$ cat src/rtl/drum_trig_pkg.sv
package drum_trig_pkg;
  typedef enum logic {
    MODE_HOLD    = 1'b0,
    MODE_ONESHOT = 1'b1
  } trig_mode_e;
endpackage

$ cat src/rtl/drum_trig_cfg.sv
module drum_trig_cfg
  import drum_trig_pkg::*;
#(
  parameter int WIDTH_BITS  = 16,
  parameter int RESET_WIDTH = 8
) (
  input  logic                  clk,
  input  logic                  rst_n,
  input  logic                  mode_we,
  input  logic                  mode_val,
  input  logic                  width_we,
  input  logic [WIDTH_BITS-1:0] width_val,
  output trig_mode_e            mode_q,
  output trig_mode_e            mode_next,
  output logic [WIDTH_BITS-1:0] eff_width
);
  logic [WIDTH_BITS-1:0] width_q;

  always_ff @(posedge clk) begin
    if (!rst_n) begin
      mode_q  <= MODE_HOLD;
      width_q <= WIDTH_BITS'(RESET_WIDTH);
    end else begin
      if (mode_we)  mode_q  <= trig_mode_e'(mode_val);
      if (width_we) width_q <= width_val;
    end
  end

  // The mode that applies on this edge: a mode write takes effect at once.
  assign mode_next = mode_we ? trig_mode_e'(mode_val) : mode_q;
  // A zero width is stretched to one cycle.
  assign eff_width = (width_q == '0) ? WIDTH_BITS'(1) : width_q;

  a_r5_width_load: assert property (@(posedge clk) disable iff (!rst_n)
    width_we |=> (eff_width == (($past(width_val) == '0) ? WIDTH_BITS'(1) : $past(width_val))));
  a_r5_width_nonzero: assert property (@(posedge clk) disable iff (!rst_n)
    eff_width != '0);
endmodule

$ cat src/rtl/drum_trig_oneshot.sv
module drum_trig_oneshot #(
  parameter int WIDTH_BITS = 16
) (
  input  logic                  clk,
  input  logic                  rst_n,
  input  logic                  start,
  input  logic                  cancel,
  input  logic [WIDTH_BITS-1:0] load_val,
  output logic                  busy,
  output logic                  expire
);
  logic [WIDTH_BITS-1:0] cnt_q;

  always_ff @(posedge clk) begin
    if (!rst_n)             cnt_q <= '0;
    else if (start)         cnt_q <= load_val;
    else if (cancel)        cnt_q <= '0;
    else if (cnt_q != '0)   cnt_q <= cnt_q - 1'b1;
  end

  assign busy   = (cnt_q != '0);
  assign expire = (cnt_q == WIDTH_BITS'(1)) && !start && !cancel;

  a_r4_countdown: assert property (@(posedge clk) disable iff (!rst_n)
    (busy && !start && !cancel) |=> (cnt_q == $past(cnt_q) - 1'b1));
  a_r7_restart: assert property (@(posedge clk) disable iff (!rst_n)
    start |=> (cnt_q == $past(load_val)));
  a_r6_cancel: assert property (@(posedge clk) disable iff (!rst_n)
    (cancel && !start) |=> !busy);
endmodule

$ cat src/rtl/drum_trig_latch.sv
module drum_trig_latch #(
  parameter int LINES = 8
) (
  input  logic             clk,
  input  logic             rst_n,
  input  logic             load,
  input  logic [LINES-1:0] din,
  input  logic             clear,
  output logic [LINES-1:0] lines
);
  genvar i;
  generate
    for (i = 0; i < LINES; i++) begin : g_line
      always_ff @(posedge clk) begin
        if (!rst_n)     lines[i] <= 1'b0;
        else if (load)  lines[i] <= din[i];
        else if (clear) lines[i] <= 1'b0;
      end
    end
  endgenerate

  a_r4_clear_all: assert property (@(posedge clk) disable iff (!rst_n)
    (clear && !load) |=> (lines == '0));
  a_r3_hold: assert property (@(posedge clk) disable iff (!rst_n)
    (!load && !clear) |=> $stable(lines));
endmodule

$ cat src/rtl/drum_trig_out.sv
module drum_trig_out
  import drum_trig_pkg::*;
#(
  parameter int LINES       = 8,
  parameter int WIDTH_BITS  = 16,
  parameter int RESET_WIDTH = 8
) (
  input  logic                  clk,
  input  logic                  rst_n,
  input  logic                  trig_valid,
  output logic                  trig_ready,
  input  logic [LINES-1:0]      trig_data,
  input  logic                  mode_we,
  input  logic                  mode_val,
  input  logic                  width_we,
  input  logic [WIDTH_BITS-1:0] width_val,
  output logic [LINES-1:0]      trig_out,
  output logic                  busy
);
  trig_mode_e            mode_q, mode_next;
  logic [WIDTH_BITS-1:0] eff_width;
  logic                  wr, any_one, oneshot_next, start, cancel, expire;

  drum_trig_cfg #(.WIDTH_BITS(WIDTH_BITS), .RESET_WIDTH(RESET_WIDTH)) u_cfg (
    .clk(clk), .rst_n(rst_n), .mode_we(mode_we), .mode_val(mode_val),
    .width_we(width_we), .width_val(width_val),
    .mode_q(mode_q), .mode_next(mode_next), .eff_width(eff_width));

  assign trig_ready   = rst_n;
  assign wr           = trig_valid && trig_ready;
  assign any_one      = |trig_data;
  assign oneshot_next = (mode_next == MODE_ONESHOT);
  assign start        = wr && any_one && oneshot_next;
  assign cancel       = !oneshot_next || (wr && !any_one);

  drum_trig_oneshot #(.WIDTH_BITS(WIDTH_BITS)) u_timer (
    .clk(clk), .rst_n(rst_n), .start(start), .cancel(cancel),
    .load_val(eff_width), .busy(busy), .expire(expire));

  drum_trig_latch #(.LINES(LINES)) u_latch (
    .clk(clk), .rst_n(rst_n), .load(wr), .din(trig_data),
    .clear(expire), .lines(trig_out));

  a_r4_start: assert property (@(posedge clk) disable iff (!rst_n)
    start |=> (busy && trig_out == $past(trig_data)));
  a_r3_hold_idle: assert property (@(posedge clk) disable iff (!rst_n)
    (mode_q == MODE_HOLD) |-> !busy);
  a_r4_end_zero: assert property (@(posedge clk) disable iff (!rst_n)
    ($fell(busy) && $past(mode_q) == MODE_ONESHOT && !$past(mode_we) && !$past(trig_valid))
      |-> (trig_out == '0));
  a_r8_hold_keeps: assert property (@(posedge clk) disable iff (!rst_n)
    (mode_we && !mode_val && !trig_valid) |=> $stable(trig_out));
endmodule

$ cat config.mk
export PLATFORM = sky130hd
export DESIGN_NAME = drum_trig_out
export DESIGN_NICKNAME = d
export VERILOG_FILES = /design/src/rtl/drum_trig_pkg.sv /design/src/rtl/drum_trig_cfg.sv /design/src/rtl/drum_trig_oneshot.sv /design/src/rtl/drum_trig_latch.sv /design/src/rtl/drum_trig_out.sv
export SDC_FILE = /design/constraint.sdc
export NUM_CORES = 1
export LEC_CHECK = 0
export BUFFER_PORTS_ARGS = -buffer_cell sky130_fd_sc_hd__buf_2
export CAP_MARGIN = 20
export CORE_UTILIZATION = 41
export CTS_CLUSTER_SIZE = 24
export DETAILED_ROUTE_END_ITERATION = 10
export PLACE_DENSITY = 0.65
export SLEW_MARGIN = 0
export SYNTH_ARGS = -nofsm -noshare
export SYNTH_HDL_FRONTEND = slang
export SYNTH_SLANG_ARGS = --single-unit
$ cat constraint.sdc
create_clock -name clk -period 2.7 [get_ports clk]
set_input_delay 0.135 -clock clk [delete_from_list [all_inputs] [get_ports clk]]
set_output_delay 0.135 -clock clk [all_outputs]
set_load 0.02 [all_outputs]
==> summary.md, run 1 <==
| Metric | Value |
|---|---|
| P_int | `1.16 mW` |
| Power per Cell Area | `725 nW/um^2` |
| Min-delay src | `width_val[3]` |
| Router iterations before antenna repair | `4` |
| Area Overhead vs Synth | `19.5%` |
| Synth area leaders | `dfxtp_1 (43%), mux2i_1 (9.0%), nor2b_1 (5.0%), a22o_1 (3.7%), nor4_1 (3.6%)` |
| Hold_buf cts | `0` |
| Die Y | `69.9 microns` |
| Fmax | `0.441 GHz` |
| Synthesis warning total | `0` |
| EDFF count, synth | `0` |
| Top_reg_cell synth | `dfxtp_1` |
| Critical Path AT | `2.43 ns` |
| Hold/Removal Path Class | `in -> reg` |
| Total global routing overflow | `0` |
| Final Skew | `0.00725 ns` |
| Final WL | `4350 microns` |
| Via density | `5.76` |
| Cells after Synth | `206` |
| Routed len/inst | `14.6 microns` |
| Layout cells sized above 1 | `22.0%` |
| Vias in the first global route | `1563` |
| Synth Area in Compound Gates | `17.9%` |
| Switching Power | `481 uW` |
| Async SR Flop Fraction | `0%` |
| Dpl cell area | `2120 sq um` |
| Pin count of the biggest net entering global routing | `25` |
| Unrepaired setup endpoints after global routing | `no` |
| Endpoints failing setup | `0` |
| DRT antenna net count | `0` |
| TritonCTS clock tree | `yes` |
| Crit start category | `flip-flop` |
| Syn Area/Cell | `9.18 sq um` |
| Leak | `0.985 nW` |
| Syn nets | `238` |
| Top-count cell post-synth | `dfxtp_1` |
| Worst hold path cell count | `3` |
| Post-synthesis xor/xnor area fraction | `0.927%` |
| Dpl hpwl | `3210 microns` |
| DRC Markers | `0` |
| Post-layout min period | `2.27 ns` |
| Synth Area in Simple Gates | `23.5%` |
| H-tree depth | `2` |
| PortBufs | `39` |
| Max IR drop VDD | `0.369 mV` |
| RR Startpoint | `u_timer.cnt_q[0]$_SDFFE_PN0P_` |
| Final Hold Viols | `0` |
| Crit path capture type | `flip-flop` |
| Die area | `4890 sq um` |
| Num CTS Buffers | `5` |
| Status | `finished, final reports clean` |
| Sequential cell area fraction in the yosys report | `43.4%` |
| CTS Root Cell | `clkbuf_8` |
| Final Instance Area | `2260 sq um` |
| Largest family of logic cells by synthesized area | `simple AND/OR/NAND/NOR gates` |
| Slew headroom | `49.6%` |
| Starting density of the core | `43.1%` |
| Register share of total power | `42.0%` |
| WS Path Type | `reg -> reg` |
| FP Rows | `24` |
| Fin nets | `277` |
| Post-Synth Adder-Cell Area | `1.32%` |
| Path depth of the worst reg2reg path | `7` |
| Post-synth cell types | `44` |
| GPL Wtd Cong | `0.875` |
| Total Routing Usage GR | `18.8%` |
| Top cell type's share of synthesized area | `43.4%` |
| Initial antenna violation count | `0` |
| Max cap viols | `0` |
| Clock power frac | `36.7%` |
| Core Area | `4380 sq um` |
| First-pass GRT wire length | `7370 microns` |
| Worst-path fanout max | `11` |
| Sinks on the clock net | `41` |
| Mux cell area share after synthesis | `9.60%` |
| Die W | `69.9 microns` |
| #FFs+latches synth | `41` |
| Mapped cell area | `1890 sq um` |
| Via count | `1717` |
| CTS clk-pin slew, worst paths | `0.09 ns` |
| Post-CTS setup buffer count | `0` |
| Switching Share | `29.3%` |
| Buffer depth of the longest clock path | `2` |
| Fin. max-slew vios | `0` |
| CP required | `2.86 ns` |
| Comb power frac | `21.3%` |
| Top cells by count, synth | `dfxtp_1 (41), mux2i_1 (17), nor2b_1 (15)` |
| Resized cells post-CTS | `0` |
| Setup TNS | `0 ns` |
| Reg-to-Reg End | `u_timer.cnt_q[8]$_SDFFE_PN0P_` |
| Final Cycle Share | `84.0%` |
| Detailed Route Iter0 Violations | `126` |
| Setup slack, reg-to-reg | `0.43 ns` |
| Tot Pwr | `1.64 mW` |
| Worst hold endpoint | `u_cfg.width_q[3]$_SDFFE_PN1P_` |
| Worst-Skew Late Latency | `0.30 ns` |
| Area leader, netlist | `dfxtp_1` |
| Worst slew pin tran | `0.753 ns` |
| Antenna Diode Count | `0` |
| Number of top-level pins | `40` |
-- routing by layer --
| metal | up-vias | wire length [microns] | part of all wire, % | GRT usage [%] |
|---|---|---|---|---|
| met5 | - | 0 | 0 | 0 |
| met4 | 0 | 74 | 1.7 | 7.56 |
| met3 | 12 | 309 | 7.1 | 4.04 |
| met2 | 75 | 1830 | 42 | 28.3 |
| met1 | 787 | 2140 | 49 | 26.3 |
| li1 | 843 | - | - | - |
-- cell usage in the layout (no fill, tap or decap), types with 3 or more instances in the layout --
cell,synthesis,layout
dfxtp_1,41,41
buf_2,1,39
mux2i_1,17,17
nor2b_1,15,15
nor2_1,14,14
nand2_1,13,13
nor4_1,11,11
a21oi_1,11,11
o21ai_0,9,9
a22o_1,8,8
inv_1,5,5
nand3_1,5,5
clkbuf_8,0,5
nand4_1,4,4
a22oi_1,4,4
nor3b_1,3,3
and2_1,3,3
nor3_1,3,3
o211ai_1,3,3
-- area by class of cell --
type	instances	area, sq um
fillers	419	2120
multi-input cells	151	1010
flip-flops and latches	41	821
repair buffers	41	210
clock buffers	5	68.8
clock inverters	3	68.8
well taps	52	65.1
inverters	5	18.8
-- logic make-up (layout without fill, tap and decap cells) --
kind of cell               Yosys count  count (layout)
DFF                                 41              41
buffers and inverters               14              54
and+or+nand+nor                     80              80
muxes                               18              18
AOI/OAI and AO/OA                   49              49
adders and majority gates            2               2
xor gates and xnor gates             2               2
-- power groups by stage --
stage / combinational [mW] / sequential [mW] / clock [mW]
3_3_place_gp: 0.346 / 0.701 / 0
2_1_floorplan: 0.248 / 0.698 / 0
5_1_grt: 0.390 / 0.693 / 0.630
6_report: 0.349 / 0.688 / 0.601
4_1_cts: 0.347 / 0.687 / 0.609
3_5_place_dp: 0.346 / 0.700 / 0
-- registers in the layout (all words and copies together) (netlist names) --
name	count
u_cfg.mode_q	1
u_cfg.width_q	16
u_latch.lines	8
u_timer.cnt_q	16
-- worst max path at each step --
stage | start | depth (start not counted) | to
5_1_grt | u_timer.cnt_q[1]$_SDFFE_PN0P_ | 7 | u_timer.cnt_q[8]$_SDFFE_PN0P_
3_3_place_gp | u_timer.cnt_q[0]$_SDFFE_PN0P_ | 7 | u_timer.cnt_q[11]$_SDFFE_PN0P_
4_1_cts | u_timer.cnt_q[0]$_SDFFE_PN0P_ | 7 | u_timer.cnt_q[8]$_SDFFE_PN0P_
3_5_place_dp | u_timer.cnt_q[0]$_SDFFE_PN0P_ | 7 | u_timer.cnt_q[8]$_SDFFE_PN0P_
6_report | u_timer.cnt_q[0]$_SDFFE_PN0P_ | 7 | u_timer.cnt_q[8]$_SDFFE_PN0P_
2_1_floorplan | u_timer.cnt_q[0]$_SDFFE_PN0P_ | 8 | u_timer.cnt_q[14]$_SDFFE_PN0P_
-- critical path, cell delays in order, from the launching register on --
cell	delay, ns
dfxtp_1	0.36
inv_1	0.07
ha_1	0.21
or4b_4	0.50
nor2_1	0.23
nand4_1	0.22
nand2_1	0.38
o21ai_0	0.17
-- through the flow --
stage	instances	hold WS (ns)	utilization (%)	setup WS, ns
final	298	0.0462	51.5	0.433
after global routing	298	0.0599	51.5	0.236
after CTS	298	0.0448	51.5	0.465
after detailed placement	290	0.359	48.4	0.482
after global placement	290	0.358	48.4	0.574
after floorplan	206	0.264	-	0.791
Power figures use the tool's default switching activity.
==> run 2: changes to the inputs <==
Clock period 2.7 ns to 2.11 ns, I/O delays scaled along.
==> run 2 against run 1 <==
Effect of this change: sequential power rose by 28%; worst hold slack got worse by 0.035 ns; via count fell by 0.58%; count of clock-buffer cells in the layout stayed put; highest routed layer unchanged; critical path depth unchanged; fmax rose by 14%; flip-flop and latch count unchanged; setup slack got worse by 0.32 ns; clock power fell by 12%; die area is the same; core utilization up 0.51 points; register-to-register slack lost 0.32 ns.
==> summary.md, run 2 (synthesis gave the netlist of run 1 again) <==
| Metric | Value |
|---|---|
| Register share of total power | `46.2% (+4.2 points)` |
| Biggest regs | `u_cfg.width_q x16, u_timer.cnt_q x16, u_latch.lines x8` |
| Switching Power | `621 uW (+29%)` |
| CP delay by family, top | `simple AND/OR/NAND/NOR gates` |
| Crit path to | `u_timer.cnt_q[14]$_SDFFE_PN0P_` |
| Worst-Skew Late Latency | `0.31 ns (about the same)` |
| PortBufs | `39 (unchanged)` |
| H-tree depth | `2 (unchanged)` |
| FP Rows | `24 (unchanged)` |
| Path depth of the worst reg2reg path | `7 (unchanged)` |
| Fmax | `0.501 GHz (+14%)` |
| Endpoints failing setup | `0 (unchanged)` |
| Leak | `1.00 nW (+1.7%)` |
| Critical path cell sequence | `inv_1, ha_2, or4b_4, or2_1, o31a_1, o21ai_1, a21oi_1` |
| Resized cells post-CTS | `0 (unchanged)` |
| Router iterations before antenna repair | `4 (unchanged)` |
| DRT antenna net count | `0 (unchanged)` |
| Routed len/inst | `14.4 microns (-1.3%)` |
| WS Path Type | `reg -> reg` |
| Buffer depth of the longest clock path | `2 (unchanged)` |
| Total Routing Usage GR | `19.1% (+0.28 points)` |
| Sinks on the clock net | `41 (unchanged)` |
| Dpl cell area | `2190 sq um (+3.2%)` |
| DRC Markers | `0 (unchanged)` |
| Worst-path fanout max | `6 (-5)` |
| Vias in the first global route | `1572 (+0.58%)` |
| Worst slew pin tran | `0.706 ns (-0.0466 ns)` |
| Power per Cell Area | `834 nW/um^2 (+15%)` |
| Unrepaired setup endpoints after global routing | `no` |
| Comb power frac | `26.1% (+4.8 points)` |
| Fin nets | `286 (+3.2%)` |
| Die W | `69.9 microns (unchanged)` |
| Die area | `4890 sq um (unchanged)` |
| Setup slack, reg-to-reg | `0.12 ns (-0.32 ns)` |
| Critical Path Max Stage Delay | `0.50 ns (about the same)` |
| Area Overhead vs Synth | `20.7%` |
| Crit-path slowest cell | `or4b_4` |
| Commonest cells after routing, fill and taps aside | `dfxtp_1 (41), buf_2 (39), mux2i_1 (17), nor2b_1 (15), nor2_1 (14)` |
| Setup TNS | `0 ns (unchanged)` |
| Num CTS Buffers | `5 (unchanged)` |
| Reg-to-Reg End | `u_timer.cnt_q[14]$_SDFFE_PN0P_` |
| Initial antenna violation count | `0 (unchanged)` |
| Total global routing overflow | `0 (unchanged)` |
| Layout cells sized above 1 | `25.1% (+3.1 points)` |
| Post-layout min period | `1.99 ns (-0.272 ns)` |
| Fin. max-slew vios | `0 (unchanged)` |
| GPL Wtd Cong | `0.866 (-1.0%)` |
| Antenna Diode Count | `0 (unchanged)` |
| First-pass GRT wire length | `7320 microns (-0.66%)` |
| Final Hold Viols | `0 (unchanged)` |
| CTS clk-pin slew, worst paths | `0.09 ns (about the same)` |
| P_int | `1.28 mW (+11%)` |
| Via density | `5.56 (-3.5%)` |
| Crit path launch | `u_timer.cnt_q[0]$_SDFFE_PN0P_` |
| Max cap viols | `0 (unchanged)` |
| Detailed Route Iter0 Violations | `67 (-47%)` |
| Crit path capture type | `flip-flop` |
| Status | `finished, final reports clean` |
| Final Instance Area | `2280 sq um (+1.0%)` |
| Switching Share | `32.7% (+3.3 points)` |
| Tot Pwr | `1.90 mW (+16%)` |
| Clock power frac | `27.7% (-9.0 points)` |
| Final WL | `4430 microns (+1.7%)` |
| Worst path bufs/invs | `1 (unchanged)` |
| Via count | `1707 (-0.58%)` |
| Final Cycle Share | `94.5% (+11 points)` |
| Post-CTS setup buffer count | `0 (unchanged)` |
| Hold/Removal Path Class | `in -> reg` |
| Core Area | `4380 sq um (unchanged)` |
| Levels on crit path | `7 (unchanged)` |
| Starting density of the core | `43.1% (unchanged)` |
| TritonCTS clock tree | `yes` |
| CTS Root Cell | `clkbuf_8` |
| Crit start category | `flip-flop` |
| Commonest non-fill, non-tap cell in the layout | `dfxtp_1` |
| Pin count of the biggest net entering global routing | `22 (-12%)` |
| Number of top-level pins | `40 (unchanged)` |
| Final Skew | `0.0124 ns (+0.00516 ns)` |
| Max IR drop VDD | `0.499 mV (+35%)` |
| Die Y | `69.9 microns (unchanged)` |
| CP required | `2.30 ns (-0.56 ns)` |
| Slew headroom | `52.7% (+3.1 points)` |
| Hold_buf cts | `0 (unchanged)` |
| Dpl hpwl | `3340 microns (+4.2%)` |
| Fillcell total | `434 (+3.6%)` |
| RR Startpoint | `u_timer.cnt_q[0]$_SDFFE_PN0P_` |
| Critical Path AT | `2.18 ns (-0.25 ns)` |
==> run 2: metal layers <==
layer / part of all wire [%] / up-vias / wire length [microns] / global-route usage, %
met5: 0 / - / 0 / 0
met2: 44 / 44 / 1930 / 27.7
li1: - / 869 / - / -
met4: 2.1 / 0 / 95 / 9.33
met3: 5.1 / 9 / 226 / 4.47
met1: 49 / 785 / 2180 / 26.6
==> run 2: through the flow <==
step	cells	utilization (%)	setup WS, ns	hold WS, ns
5_1_grt	307	52.1	0.00879	0.0190
3_3_place_gp	299	49.9	0.195	0.328
2_1_floorplan	206	-	0.201	0.234
3_5_place_dp	299	49.9	0.123	0.326
6_report	307	52.1	0.115	0.0108
4_1_cts	307	52.0	0.0979	0.00768
==> run 2: worst min path at each step <==
stage,start,end,slack [ns],cells after the start
floorplan,width_val[3],u_cfg.width_q[3]$_SDFFE_PN1P_,0.23,2
global placement,width_val[3],u_cfg.width_q[3]$_SDFFE_PN1P_,0.33,3
detailed placement,width_val[3],u_cfg.width_q[3]$_SDFFE_PN1P_,0.33,3
CTS,width_val[3],u_cfg.width_q[3]$_SDFFE_PN1P_,0.008,3
global route,width_val[3],u_cfg.width_q[3]$_SDFFE_PN1P_,0.02,3
finish,width_val[3],u_cfg.width_q[3]$_SDFFE_PN1P_,0.01,3
==> run 2: layout make-up <==
class / count / area, sq um / share of cell area [%]
clock buffers: 5 / 68.8 / 3.02
clock inverters: 3 / 21.3 / 0.932
inverters: 5 / 18.8 / 0.822
multi-input cells: 151 / 1010 / 44.2
flip-flops and latches: 41 / 821 / 36.0
well taps: 52 / 65.1 / 2.85
repair buffers: 50 / 278 / 12.2
==> run 2: tightest hold or removal path, cell delays in order <==
cell and delay, ns:
buf_2 0.08, mux2i_1 0.05, nand2_1 0.06
==> run 2: power by group through the flow <==
| stage | Combinational (mW) | Sequential (mW) | Clock (mW) |
|---|---|---|---|
| after floorplan | 0.317 | 0.893 | 0 |
| after global placement | 0.488 | 0.897 | 0 |
| after detailed placement | 0.491 | 0.896 | 0 |
| after CTS | 0.493 | 0.878 | 0.538 |
| after global routing | 0.545 | 0.887 | 0.565 |
| final | 0.496 | 0.880 | 0.526 |
==> run 3: changes to the inputs <==
Settings changed: ABC_AREA from default to 1, PLACE_DENSITY 0.65 to 0.64.
==> run 3 against run 2 <==
Effect of this change: synthesized cell count rose by 67%; register-to-register slack better by 0.35 ns; count of clock-buffer cells in the layout rose by 2; combinational power increased by 76%; core utilization fell by 2.3 points; cell count increased by 48%; highest routed layer unchanged.
==> summary.md, run 3 <==
| Metric | Value |
|---|---|
| Unrepaired setup endpoints after global routing | `no` |
| WS Path Type | `reg -> out` |
| Total global routing overflow | `0 (unchanged)` |
| Critical path cell sequence | `inv_1, ha_1, nand3_2, inv_1, nand2_1, nor3_2, inv_1, buf_2` |
| Sequential cell area fraction in the yosys report | `37.3% (-6.1 points)` |
| Final Hold Viols | `0 (unchanged)` |
| Post-layout min period | `1.87 ns (-0.126 ns)` |
| DRT antenna net count | `0 (unchanged)` |
| Number of top-level pins | `40 (unchanged)` |
| Top_reg_cell synth | `dfxtp_1` |
| First-pass GRT wire length | `8160 microns (+11%)` |
| Async SR Flop Fraction | `0% (unchanged)` |
| Total Routing Usage GR | `19.3% (+0.21 points)` |
| Vias in the first global route | `1784 (+13%)` |
| CP dominant cell by count | `inv_1` |
| Biggest regs | `u_cfg.width_q x16, u_timer.cnt_q x16, u_latch.lines x8` |
| Setup TNS | `0 ns (unchanged)` |
| Max cap viols | `0 (unchanged)` |
| Finished Layout Cells | `454 (+48%)` |
| Placed cells | `446 (+49%)` |
| Status | `finished, final reports clean` |
| Top cells by count, synth | `nand2_1 (94), nor2_1 (65), dfxtp_1 (41)` |
| Slew headroom | `70.0% (+17 points)` |
| Post-synthesis xor/xnor area fraction | `0.398% (-0.53 points)` |
| Tot Pwr | `2.38 mW (+25%)` |
| Fillcell total | `582 (+34%)` |
| DRC Markers | `0 (unchanged)` |
| Via count | `2126 (+25%)` |
| Critical Path AT | `1.76 ns (-0.42 ns)` |
| Setup slack, reg-to-reg | `0.47 ns (+0.35 ns)` |
| Router iterations before antenna repair | `6 (+2)` |
| Sinks on the clock net | `41 (unchanged)` |
| Commonest non-fill, non-tap cell in the layout | `nand2_1` |
| Worst path bufs/invs | `4 (+3)` |
| Mux cell area share after synthesis | `0% (-9.6 points)` |
| Cells after Synth | `343 (+67%)` |
| Syn Area/Cell | `6.41 sq um (-30%)` |
| Synth Area in Compound Gates | `8.76% (-9.2 points)` |
| Dpl hpwl | `3830 microns (+15%)` |
| Largest family of logic cells by synthesized area | `simple AND/OR/NAND/NOR gates` |
| Antenna Diode Count | `0 (unchanged)` |
| Top-count cell post-synth | `nand2_1` |
| Fmax | `0.535 GHz (+6.7%)` |
| Crit path capture type | `primary output` |
| Layout cells sized above 1 | `17.7% (-7.4 points)` |
| Core Area | `5140 sq um (+17%)` |
| WHS | `0.0158 ns (+0.00503 ns)` |
| Die Y | `75.2 microns (+7.6%)` |
| Endpoints failing setup | `0 (unchanged)` |
| Mapped cell area | `2200 sq um (+16%)` |
| Synthesis warning total | `0 (unchanged)` |
| Hold_buf cts | `0 (unchanged)` |
| H-tree depth | `2 (unchanged)` |
| Starting density of the core | `42.8% (-0.33 points)` |
| Resized cells post-CTS | `0 (unchanged)` |
| Syn nets | `375 (+58%)` |
| Fin. max-slew vios | `0 (unchanged)` |
| Hold/Removal Path Class | `in -> reg` |
| Post-CTS setup buffer count | `0 (unchanged)` |
| Buffer depth of the longest clock path | `2 (unchanged)` |
| Crit start category | `flip-flop` |
| Die area | `5660 sq um (+16%)` |
| Worst slew pin tran | `0.447 ns (-0.259 ns)` |
| Area leader, netlist | `dfxtp_1` |
| Commonest cells after routing, fill and taps aside | `nand2_1 (94), nor2_1 (65), dfxtp_1 (41), buf_2 (39), inv_1 (34)` |
| Synth Area in Simple Gates | `43.4% (+20 points)` |
| GPL Wtd Cong | `0.859 (-0.79%)` |
| Pin count of the biggest net entering global routing | `33 (+50%)` |
| PortBufs | `39 (unchanged)` |
| Area Overhead vs Synth | `16.2%` |
| Detailed Route Iter0 Violations | `117 (+75%)` |
| Final Cycle Share | `88.6% (-6.0 points)` |
| Routed len/inst | `11.0 microns (-23%)` |
| TritonCTS clock tree | `yes` |
| Crit-path slowest cell | `dfxtp_1` |
| Worst-path fanout max | `5 (-1)` |
| Final core utilization | `49.7% (-2.3 points)` |
| EDFF count, synth | `0 (unchanged)` |
| CP delay by family, top | `simple AND/OR/NAND/NOR gates` |
| CTS Root Cell | `clkbuf_8` |
| Power per Cell Area | `932 nW/um^2 (+12%)` |
| Die W | `75.2 microns (+7.6%)` |
| Num CTS Buffers | `5 (unchanged)` |
| Max IR drop VDD | `0.382 mV (-24%)` |
| Synth area leaders | `dfxtp_1 (37%), nand2_1 (16%), nor2_1 (11%), inv_1 (5.8%), o21ai_0 (5.2%)` |
| Critical Path Max Stage Delay | `0.32 ns (-0.18 ns)` |
| #FFs+latches synth | `41 (unchanged)` |
| Post-synth cell types | `27 (-39%)` |
| CP required | `2.00 ns (-0.30 ns)` |
| FP Rows | `26 (+8.3%)` |
| Post-Synth Adder-Cell Area | `1.14% (-0.19 points)` |
| CTS clk-pin slew, worst paths | `0.08 ns (about the same)` |
| Leak | `1.28 nW (+28%)` |
| Final Skew | `0.00476 ns (-0.00765 ns)` |
| Via density | `4.68 (-16%)` |
| Initial antenna violation count | `0 (unchanged)` |
| Top cell type's share of synthesized area | `37.3% (-6.1 points)` |
| Worst-Skew Late Latency | `0.29 ns (-0.02 ns)` |
| Final WL | `5020 microns (+13%)` |
| Fin nets | `415 (+45%)` |
| Multi-input logic area | `1180 sq um (+17%)` |
| Register Area | `821 sq um (unchanged)` |
run 3: changes by cell type in the layout (fill, tap and decap cells not counted), moves of 7 or more:
cell,change
a22o_1,-8
nor2b_1,-15
nand2_1,+81
o21ai_0,+14
inv_1,+29
buf_4,-8
nor4_1,-11
nand3b_1,+7
nor2_1,+51
nand3_1,+15
mux2i_1,-17
run 3: final cells by class:
cell class,count,share of cell area (%)
Multi-Input combinational cell,254,46.2
Timing Repair Buffer,42,8.52
Tap cell,70,3.43
Sequential cell,41,32.1
Inverter,39,5.78
Clock buffer,7,3.77
Clock inverter,1,0.196
run 3: stage by stage:
| stage | instance area, sq um | setup slack, ns |
|---|---|---|
| after CTS | 2560 | 0.227 |
| after global placement | 2450 | 0.545 |
| final | 2560 | 0.241 |
| after detailed placement | 2450 | 0.478 |
| after global routing | 2560 | 0.0536 |
| after floorplan | 2200 | 0.685 |
run 3: power breakdown:
group	total (mW)	internal [mW]	switching, mW
Sequential	0.936	0.862	0.0744
Clock	0.573	0.296	0.277
Combinational	0.874	0.297	0.577
Total	2.38	1.45	0.929
run 3: routing by layer:
layer / global-route usage [%] / routed length, microns
met1: 27.6 / 2550
met3: 5.09 / 246
met5: 0 / 0
met4: 5.35 / 60
met2: 28.7 / 2160
run 3: cell families (layout without fill, tap and decap cells):
family | Yosys count | count (layout)
buffers and inverters | 48 | 89
adders and majority gates | 2 | 2
and+or+nand+nor | 213 | 213
xor gates and xnor gates | 1 | 1
AOI/OAI and AO/OA | 38 | 38
DFF | 41 | 41
run 3: worst register-to-register path: cells and delay by family, from the launching register on:
| family | cells | cell delay (ns) |
|---|---|---|
| adder cells (fa/ha/maj) | 1 | 0.22 |
| buffers and inverters | 2 | 0.21 |
| flip-flops | 1 | 0.32 |
| AND/OR/NAND/NOR | 6 | 0.79 |
run 3: worst paths after layout:
kind	from	to	depth (start not counted)
worst min-delay path	width_val[3]	u_cfg.width_q[3]$_SDFFE_PN1P_	3
worst min register to register	u_cfg.width_q[8]$_SDFFE_PN0P_	u_timer.cnt_q[8]$_SDFFE_PN0P_	2
worst max-delay path	u_timer.cnt_q[0]$_SDFFE_PN0P_	busy	8
worst max register to register	u_timer.cnt_q[0]$_SDFFE_PN0P_	u_timer.cnt_q[7]$_SDFFE_PN0P_	9
